$ cat config.mk
export PLATFORM = sky130hd
export DESIGN_NAME = tally_seq
export DESIGN_NICKNAME = d
export VERILOG_FILES = /design/src/rtl/tally_pkg.sv /design/src/rtl/tally_step.sv /design/src/rtl/tally_char_pick.sv /design/src/rtl/tally_seq.sv
export SDC_FILE = /design/constraint.sdc
export NUM_CORES = 1
export LEC_CHECK = 0
export CAP_MARGIN = 20
export CORE_MARGIN = 4
export CORE_UTILIZATION = 36
export CTS_CLUSTER_SIZE = 14
export DETAILED_ROUTE_END_ITERATION = 8
export DONT_BUFFER_PORTS = 1
export PLACE_DENSITY_LB_ADDON = 0.15
export SYNTH_ARGS = -nofsm -noshare
export SYNTH_HDL_FRONTEND = slang
export SYNTH_SLANG_ARGS = --single-unit
export TNS_END_PERCENT = 1
$ cat constraint.sdc
create_clock -name clk -period 2 [get_ports clk]
set_input_delay 0.2 -clock clk [delete_from_list [all_inputs] [get_ports clk]]
set_output_delay 0.2 -clock clk [all_outputs]
set_load 0.05 [all_outputs]
$ cat src/rtl/tally_pkg.sv
package tally_pkg;
    localparam int WORD_W  = 36;
    localparam int ADDR_W  = 18;
    localparam int TALLY_W = 12;
    localparam int TAG_W   = WORD_W - ADDR_W - TALLY_W;
    localparam int C6_W    = 6;
    localparam int C9_W    = 9;
    localparam int POS_W   = 3;

    typedef enum logic [2:0] {
        OP_WORD_FWD = 3'd0,
        OP_WORD_BWD = 3'd1,
        OP_C6_STEP  = 3'd2,
        OP_C9_STEP  = 3'd3,
        OP_C6_PEEK  = 3'd4,
        OP_C9_PEEK  = 3'd5,
        OP_W_PEEK_A = 3'd6,
        OP_W_PEEK_B = 3'd7
    } tally_op_e;

    typedef enum logic [1:0] {
        CW_WORD = 2'd0,
        CW_SIX  = 2'd1,
        CW_NINE = 2'd2
    } char_width_e;

    typedef enum logic [1:0] {
        ST_IDLE  = 2'd0,
        ST_READ  = 2'd1,
        ST_WAIT  = 2'd2,
        ST_WRITE = 2'd3
    } seq_state_e;
endpackage

$ cat src/rtl/tally_step.sv
module tally_step
    import tally_pkg::*;
(
    input  tally_op_e          op_i,
    input  logic [WORD_W-1:0]  word_i,
    output logic [ADDR_W-1:0]  eff_o,
    output logic [WORD_W-1:0]  next_word_o,
    output char_width_e        width_o,
    output logic [POS_W-1:0]   pos_o,
    output logic               runout_o
);
    logic [ADDR_W-1:0]  addr_cur, addr_d;
    logic [TALLY_W-1:0] tally_cur, tally_d;
    logic [TAG_W-1:0]   tag_cur, tag_d;
    logic               updates;

    assign addr_cur  = word_i[WORD_W-1 -: ADDR_W];
    assign tally_cur = word_i[TAG_W +: TALLY_W];
    assign tag_cur   = word_i[TAG_W-1:0];

    always_comb begin
        eff_o   = addr_cur;
        addr_d  = addr_cur;
        tally_d = tally_cur;
        tag_d   = tag_cur;
        updates = 1'b0;
        width_o = CW_WORD;
        pos_o   = '0;
        case (op_i)
            OP_WORD_FWD: begin
                addr_d  = addr_cur + ADDR_W'(1);
                tally_d = tally_cur - TALLY_W'(1);
                updates = 1'b1;
            end
            OP_WORD_BWD: begin
                addr_d  = addr_cur - ADDR_W'(1);
                eff_o   = addr_d;
                tally_d = tally_cur + TALLY_W'(1);
                updates = 1'b1;
            end
            OP_C6_STEP: begin
                width_o = CW_SIX;
                pos_o   = tag_cur[2:0];
                tally_d = tally_cur - TALLY_W'(1);
                updates = 1'b1;
                if (tag_cur[2:0] >= 3'd5) begin
                    tag_d  = {tag_cur[TAG_W-1:3], 3'd0};
                    addr_d = addr_cur + ADDR_W'(1);
                end else begin
                    tag_d  = {tag_cur[TAG_W-1:3], 3'(tag_cur[2:0] + 3'd1)};
                end
            end
            OP_C9_STEP: begin
                width_o = CW_NINE;
                pos_o   = {1'b0, tag_cur[1:0]};
                tally_d = tally_cur - TALLY_W'(1);
                updates = 1'b1;
                if (tag_cur[1:0] == 2'd3) begin
                    tag_d  = {tag_cur[TAG_W-1:2], 2'd0};
                    addr_d = addr_cur + ADDR_W'(1);
                end else begin
                    tag_d  = {tag_cur[TAG_W-1:2], 2'(tag_cur[1:0] + 2'd1)};
                end
            end
            OP_C6_PEEK: begin
                width_o = CW_SIX;
                pos_o   = tag_cur[2:0];
            end
            OP_C9_PEEK: begin
                width_o = CW_NINE;
                pos_o   = {1'b0, tag_cur[1:0]};
            end
            default: ;
        endcase
        next_word_o = {addr_d, tally_d, tag_d};
        runout_o    = updates && (tally_d == '0);
    end
endmodule

$ cat src/rtl/tally_char_pick.sv
module tally_char_pick
    import tally_pkg::*;
(
    input  logic [WORD_W-1:0] data_i,
    input  char_width_e       width_i,
    input  logic [POS_W-1:0]  pos_i,
    output logic [WORD_W-1:0] result_o
);
    localparam int N6 = WORD_W / C6_W;
    localparam int N9 = WORD_W / C9_W;

    logic [C6_W-1:0] slot6 [N6];
    logic [C9_W-1:0] slot9 [N9];

    for (genvar g = 0; g < N6; g++) begin : g_six
        assign slot6[g] = data_i[WORD_W-1-C6_W*g -: C6_W];
    end
    for (genvar g = 0; g < N9; g++) begin : g_nine
        assign slot9[g] = data_i[WORD_W-1-C9_W*g -: C9_W];
    end

    always_comb begin
        result_o = '0;
        case (width_i)
            CW_SIX: begin
                for (int i = 0; i < N6; i++)
                    if (pos_i == POS_W'(i)) result_o = WORD_W'(slot6[i]);
            end
            CW_NINE: begin
                for (int i = 0; i < N9; i++)
                    if (pos_i == POS_W'(i)) result_o = WORD_W'(slot9[i]);
            end
            default: result_o = data_i;
        endcase
    end
endmodule

$ cat src/rtl/tally_seq.sv
module tally_seq
    import tally_pkg::*;
(
    input  logic                clk,
    input  logic                rst_n,
    input  logic                start_i,
    input  logic [2:0]          op_i,
    input  logic [WORD_W-1:0]   ind_word_i,
    input  logic [ADDR_W-1:0]   ind_ptr_i,
    input  logic [WORD_W-1:0]   mem_rdata_i,
    input  logic                mem_rvalid_i,
    output logic                busy_o,
    output logic                mem_rd_o,
    output logic                mem_wr_o,
    output logic [ADDR_W-1:0]   mem_addr_o,
    output logic [WORD_W-1:0]   mem_wdata_o,
    output logic                done_o,
    output logic                runout_o,
    output logic [WORD_W-1:0]   result_o,
    output logic [POS_W-1:0]    sel_pos_o
);
    typedef struct packed {
        seq_state_e        st;
        logic [ADDR_W-1:0] ptr;
        logic [ADDR_W-1:0] eff;
        logic [WORD_W-1:0] nword;
        char_width_e       width;
        logic [POS_W-1:0]  pos;
        logic              run;
        logic [WORD_W-1:0] result;
    } seq_regs_t;

    seq_regs_t r_d, r_q;

    logic [ADDR_W-1:0] step_eff;
    logic [WORD_W-1:0] step_word;
    char_width_e       step_width;
    logic [POS_W-1:0]  step_pos;
    logic              step_run;
    logic [WORD_W-1:0] pick_val;

    tally_step u_step (
        .op_i        (tally_op_e'(op_i)),
        .word_i      (ind_word_i),
        .eff_o       (step_eff),
        .next_word_o (step_word),
        .width_o     (step_width),
        .pos_o       (step_pos),
        .runout_o    (step_run)
    );

    tally_char_pick u_pick (
        .data_i   (mem_rdata_i),
        .width_i  (r_q.width),
        .pos_i    (r_q.pos),
        .result_o (pick_val)
    );

    always_comb begin
        r_d = r_q;
        case (r_q.st)
            ST_IDLE: if (start_i) begin
                r_d.st    = ST_READ;
                r_d.ptr   = ind_ptr_i;
                r_d.eff   = step_eff;
                r_d.nword = step_word;
                r_d.width = step_width;
                r_d.pos   = step_pos;
                r_d.run   = step_run;
            end
            ST_READ: r_d.st = ST_WAIT;
            ST_WAIT: if (mem_rvalid_i) begin
                r_d.result = pick_val;
                r_d.st     = ST_WRITE;
            end
            default: r_d.st = ST_IDLE;
        endcase
    end

    always_ff @(posedge clk or negedge rst_n) begin
        if (!rst_n) r_q <= '0;
        else        r_q <= r_d;
    end

    assign busy_o      = r_q.st != ST_IDLE;
    assign mem_rd_o    = r_q.st == ST_READ;
    assign mem_wr_o    = r_q.st == ST_WRITE;
    assign mem_addr_o  = (r_q.st == ST_WRITE) ? r_q.ptr : r_q.eff;
    assign mem_wdata_o = r_q.nword;
    assign done_o      = r_q.st == ST_WRITE;
    assign runout_o    = (r_q.st == ST_WRITE) && r_q.run;
    assign result_o    = r_q.result;
    assign sel_pos_o   = r_q.pos;

    a_r8_read_single: assert property (@(posedge clk) disable iff (!rst_n)
        mem_rd_o |=> !mem_rd_o && busy_o);
    a_r8_write_single: assert property (@(posedge clk) disable iff (!rst_n)
        mem_wr_o |=> !mem_wr_o && !busy_o);
    a_r8_rw_exclusive: assert property (@(posedge clk) disable iff (!rst_n)
        !(mem_rd_o && mem_wr_o));
    a_r7_runout_with_done: assert property (@(posedge clk) disable iff (!rst_n)
        runout_o |-> done_o && mem_wr_o);
    a_r9_busy_start_ignored: assert property (@(posedge clk) disable iff (!rst_n)
        busy_o && start_i |=> $stable(mem_wdata_o));
endmodule

Word level (Yosys, flattened, before mapping)
Cells that the tools add are included.
Word-level totals
  bits in writable memories: 0
  flip-flop bits (word level): 116
  output and inout port bits: 98
  latch bits: 0
  bits of input ports: 97
  bits in read-only memories: 0
  memories: 0
Cells by class
  add/sub/neg operators: 6
  multipliers: 0
  divide/modulo/power cells: 0
  reductions and logical operators: 14
  magnitude comparators: 1
  eq/ne operators: 18
  bitwise gates (word level): 0
  shift-type cells: 0
  mux-type cells: 26
Operator list (number)
  $mux W80: 1
  $mux W18: 4
  $pmux W18 S4: 1
  $pmux W36 S2: 1
  $mux W6: 6
  $mux W9: 4
  $pmux W12 S2: 1
  $add A18 B1 Y18 const B: 1
  $sub A18 B1 Y18 const B: 1
  $add A12 B1 Y12 const B: 1
  $eq A3 B2 Y1 const B: 4
  $eq A3 B3 Y1 const B: 4
  $logic_not A12 Y1: 1
  $pmux W3 S2: 2
  $sub A12 B1 Y12 const B: 1
  $eq A2 B2 Y1 const B: 4
  $eq A3 B1 Y1 const B: 2
  $logic_not A3 Y1: 2
  $pmux W2 S3: 1
  $reduce_and A2 Y1: 3
  $eq A2 B1 Y1 const B: 2
  $mux W2: 2
  $ne A2 B2 Y1 const B: 2
  $pmux W2 S2: 1
  other kinds (11): 13

Depth between registers and ports, before layout
  depth after elaboration: 8
  gate-level depth with buffers: 11

Hierarchy
From an unflattened synthesis, not the netlist that was laid out.
Second synthesis, totals
  cells, all modules: 802
  area, all modules: 8257.9 µm²
By module, submodules not included
  tally_seq: instances 1, cells an instance 355, seq. area each 2902.8 µm², area each 5247.5 µm²
  tally_step: instances 1, cells an instance 320, seq. area each 0.0 µm², area each 2074.5 µm²
  tally_char_pick: instances 1, cells an instance 127, seq. area each 0.0 µm², area each 935.9 µm²

Worst setup path before layout
OpenSTA, ideal clock, no wires.
  path kind: input -> register
  from: in op_i[0]
  to: reg r_q[36] in the netlist's numbering
  stages: 11
  data arrival time: 2905 ps
  slack: -1008 ps
  required time: 1896 ps
  path buffers: 1
  path through: nor2b_1 -> buf_2 -> nor2_1 -> ha_1 -> a2111oi_4 -> o21ai_2 -> a31oi_2 -> mux2_1 -> o21ai_1 -> xor2_1 -> o41ai_2
On the way
  cells in the longest elaborated chain, start to end: 5
  elaborated cells on any way between the ends: 10
RTL lines
  start: declaration: line tally_seq.sv:7  | input logic [2:0] op_i,
  $eq A3 B2 Y1 or $logic_not A3 Y1 (tied branches): line tally_step.sv:29  | case (op_i)
  $reduce_or A3 Y1 (no source line)
  $pmux W12 S2: line tally_step.sv:29
  $logic_not A12 Y1: line tally_step.sv:76  | runout_o = updates && (tally_d == '0);
  $logic_and A1 B1 Y1 (*): line tally_step.sv:76
  end signal: assignment: line tally_seq.sv:82  | else r_q <= r_d;
  end: declaration: line tally_seq.sv:33  | seq_regs_t r_d, r_q;
Every way passes the cells marked *; elsewhere a longest branch is shown, timed or not.
A chain may end at the register's enable or synchronous reset.

Worst setup path in the final report
Ends and elaborated chain as after synthesis.

==> impl_metrics.env <==
export IMPL_setup_slack_ns=-0.03753
export IMPL_synth_seq_area_share_pct=36.94
export IMPL_synth_area_leaders="dfrtp_1 (37%), nand2_1 (9.9%), buf_4 (7.5%), o21ai_0 (4.7%), ha_1 (3.5%)"
export IMPL_grt_pass1_wl_um=38030
export IMPL_yosys_mux_area_fraction_pct=7.324
export IMPL_ant_nets=0
export IMPL_synth_edf_count=0
export IMPL_p_clk_share_pct=21.0
export IMPL_wire_per_inst_um=19.43
export IMPL_antenna_found_initial=0
export IMPL_slew_headroom_pct=60.76
export IMPL_grt_max_degree=117
export IMPL_p_per_area_mw_per_mm2=1564
export IMPL_place_congestion=0.8446
export IMPL_syn_to_final_growth_pct=21.02
export IMPL_synth_warnings=0
export IMPL_vias=6499
export IMPL_synth_simple_gate_area_share_pct=19.54
export IMPL_tightest_slew_ns=0.5873
export IMPL_drt_vias_per_instance=5.245
export IMPL_synth_area_sq_mm=0.007859
export IMPL_grt_pass1_vias=6672
export IMPL_reg2reg_to="r_q[36]"
export IMPL_ff2ff_setup_slack_ns=0.06
export IMPL_grt_use_total_pct=19.85
export IMPL_period_minus_slack_ns=2.038
export IMPL_crit_required_ns=2.31
export IMPL_nets=1071
export IMPL_yosys_area_top_type_share_pct=36.94
export IMPL_status="complete, but fails checks"
export IMPL_synth_top_family_by_area="simple AND/OR/NAND/NOR gates"
export IMPL_seqPwrFrac_pct=42.5
export IMPL_rr_worst_depth=9
export IMPL_net_switching_power_mw=7.639
export IMPL_path_cells="nor2b_4 > nor2_4 > buf_12 > buf_6 > ha_4 > a2111oi_4 > o21ai_2 > buf_4 > nand2_1 > xnor2_1 > mux2i_1 > nand4_1 > o41ai_2"
export IMPL_synth_xor_area_share_pct=3.343
export IMPL_clockRootBuffer="clkbuf_16"
export IMPL_rsz0062_at_grt="yes"
export IMPL_crit_type="in2reg"
export IMPL_fin_area_sq_mm=0.009510
export IMPL_coreArea_sq_mm=0.02122
export IMPL_post_place_cells=1130
export IMPL_drive_gt1_share_pct=20.64
export IMPL_synth_nets=1038
export IMPL_dieArea_sq_mm=0.02426
export IMPL_max_cap_viol_count=0
export IMPL_fp_dieW_um=155.8
export IMPL_multi_input_area_sq_mm=0.004204
export IMPL_holdWs_ns=-0.5185
export IMPL_final_setup_skew_ns=0.009310
export IMPL_antenna_cells=0
export IMPL_async_flop_share_pct=100.0
export IMPL_synthAdderAreaFrac_pct=3.757
export IMPL_clock_latency_ns=0.42
export IMPL_final_fill_count=2102
export IMPL_final_cell_mix="nand2_1 (205), dfrtp_1 (116), o21ai_0 (74)"
export IMPL_clock_path_buffers=2
export IMPL_die_h_um=155.8
export IMPL_h_tree_depth=4
export IMPL_crit_path_start_kind="input pin"
export IMPL_cts_inserted_buffers=17
export IMPL_clk_pin_slew_ns=0.06
export IMPL_stdcell_count=1239
export IMPL_yosys_area_top_type="dfrtp_1"
export IMPL_crit_slowest_cell="a2111oi_4"
export IMPL_synth_compound_gate_area_share_pct=17.40
export IMPL_crit_arrival_ns=2.34
export IMPL_p_sw_share_pct=51.36
export IMPL_std_cell_rows=53
export IMPL_pre_cts_ws_ns=-0.7354
export IMPL_ir_drop_mv=0.6648
export IMPL_synth_main_ff_cell="dfrtp_1"
export IMPL_hp_class="in2async"
export IMPL_wirelength_um=24070
export IMPL_seq_area_sq_mm=0.002903
export IMPL_cts_sinks=116
export IMPL_grt_overflow_total=0
export IMPL_path_max_fanout=14
export IMPL_min_period_over_period_pct=101.9
export IMPL_p_leak_nw=4.145
export IMPL_post_dp_hpwl_um=17090
export IMPL_drcViolationCount=0
export IMPL_cp_end_kind="flop"
export IMPL_max_freq_mhz=490.8
export IMPL_first_pass_iters=5
export IMPL_slew_violations=0
export IMPL_dpl_cell_area_sq_mm=0.008006
export IMPL_initial_core_util_pct=37.03
export IMPL_setup_viol=2
export IMPL_final_hold_violation_count=116
export IMPL_syn_avg_cell_area_sq_um=8.561
export IMPL_synthCells=918
export IMPL_synth_cell_types=74
export IMPL_layout_commonest_cell="nand2_1"
export IMPL_max_stage_delay_ns=0.39
export IMPL_intPower_mw=7.235
export IMPL_ios=195
export IMPL_io_buffers=0
export IMPL_ys_seq_elements=116
export IMPL_combPwrFrac_pct=36.5
export IMPL_violations="negative hold slack, negative setup slack"
export IMPL_drt_first_iter_violations=501
export IMPL_r2r_start="r_q[115]"
export IMPL_cts_tree="built"
-- stage by stage --
step                      TNS (ns)  total power, mW  utilization (%)  hold slack, ns
final                     -0.06119            14.87            44.82         -0.5185
after global routing       -0.7274            15.81            44.82         -0.5550
after global placement      -2.668            11.56            37.73        -0.09289
after CTS                 -0.02460            15.01            44.55         -0.5410
after floorplan             -4.974            11.21                -        -0.09559
after detailed placement    -2.805            11.61            37.73        -0.09281
-- final cells by class --
| type | instances | area share [%] |
|---|---|---|
| clock buffers | 17 | 4.473 |
| clock inverters | 15 | 1.802 |
| inverters | 17 | 0.7104 |
| multi-input cells | 649 | 44.20 |
| flip-flops and latches | 116 | 30.52 |
| well taps | 275 | 3.618 |
| repair buffers | 150 | 14.67 |
-- worst max path at each step --
stage	from	slack (ns)	endpoint	cells after the start
CTS	op_i[0]	-0.02	r_q[36]	12
global placement	op_i[0]	-0.59	r_q[36]	11
global route	op_i[0]	-0.14	r_q[36]	12
detailed placement	op_i[0]	-0.74	r_q[36]	11
finish	op_i[0]	-0.04	r_q[36]	13
floorplan	op_i[0]	-0.54	r_q[36]	11
-- registers in the layout, summed over array words and instances (netlist names) --
register     cells
r_q             41
mem_wdata_o     36
result_o        36
sel_pos_o        3
-- metal layers --
metal  up-vias  track usage [%]  part of all wire (%)
met5         -                0                     0
li1       3198                -                     -
met2       193            31.77                    46
met1      3091            26.41                    45
met3        17            6.436                   7.6
met4         0            4.377                  0.98
-- repair_timing --
action	in CTS	in global routing
pin swaps	11	3
gates resized for setup	17	9
hold buffers	70	1
setup buffers	5	1
cloned	0	0
endpoints found under the setup margin	2	23
hold endpoints to repair	190	117
-- cells in the mapped netlist (all sizes together), types with 10 or more instances --
| cell type | n |
|---|---|
| dfrtp | 116 |
| nand3 | 10 |
| clkbuf | 43 |
| mux4 | 10 |
| mux2 | 24 |
| nand4 | 10 |
| inv | 16 |
| nor2 | 52 |
| ha | 22 |
| a21oi | 32 |
| xnor2 | 20 |
| o21ai | 100 |
| buf | 93 |
| nand2 | 208 |
| nor3 | 11 |
| xor2 | 10 |
-- cell families (layout without fill, tap and decap cells) --
logic type               after synthesis  after routing
XOR/XNOR                              30             30
multiplexers                          42             42
adder cells (fa/ha/maj)               23             23
AO/OA/AOI/OAI                        215            215
buffers and inverters                153            199
flip-flops                           116            116
AND/OR/NAND/NOR                      339            339
-- critical path, delay by kind of cell --
| kind | cells | cell delay (ns) |
|---|---|---|
| buffers and inverters | 3 | 0.42 |
| multiplexers | 1 | 0.21 |
| adder cells (fa/ha/maj) | 1 | 0.18 |
| XOR/XNOR | 1 | 0.07 |
| AND/OR/NAND/NOR | 4 | 0.41 |
| AO/OA/AOI/OAI | 3 | 0.85 |
-- power by group through the flow --
stage	Sequential (mW)	Clock (mW)	Combinational, mW
4_1_cts	6.35	3.22	5.44
2_1_floorplan	3.82	0	7.39
3_5_place_dp	6.39	0	5.22
5_1_grt	6.47	3.35	6.00
3_3_place_gp	6.38	0	5.18
6_report	6.32	3.13	5.42
Note: power is estimated with default switching activity, not from simulation.
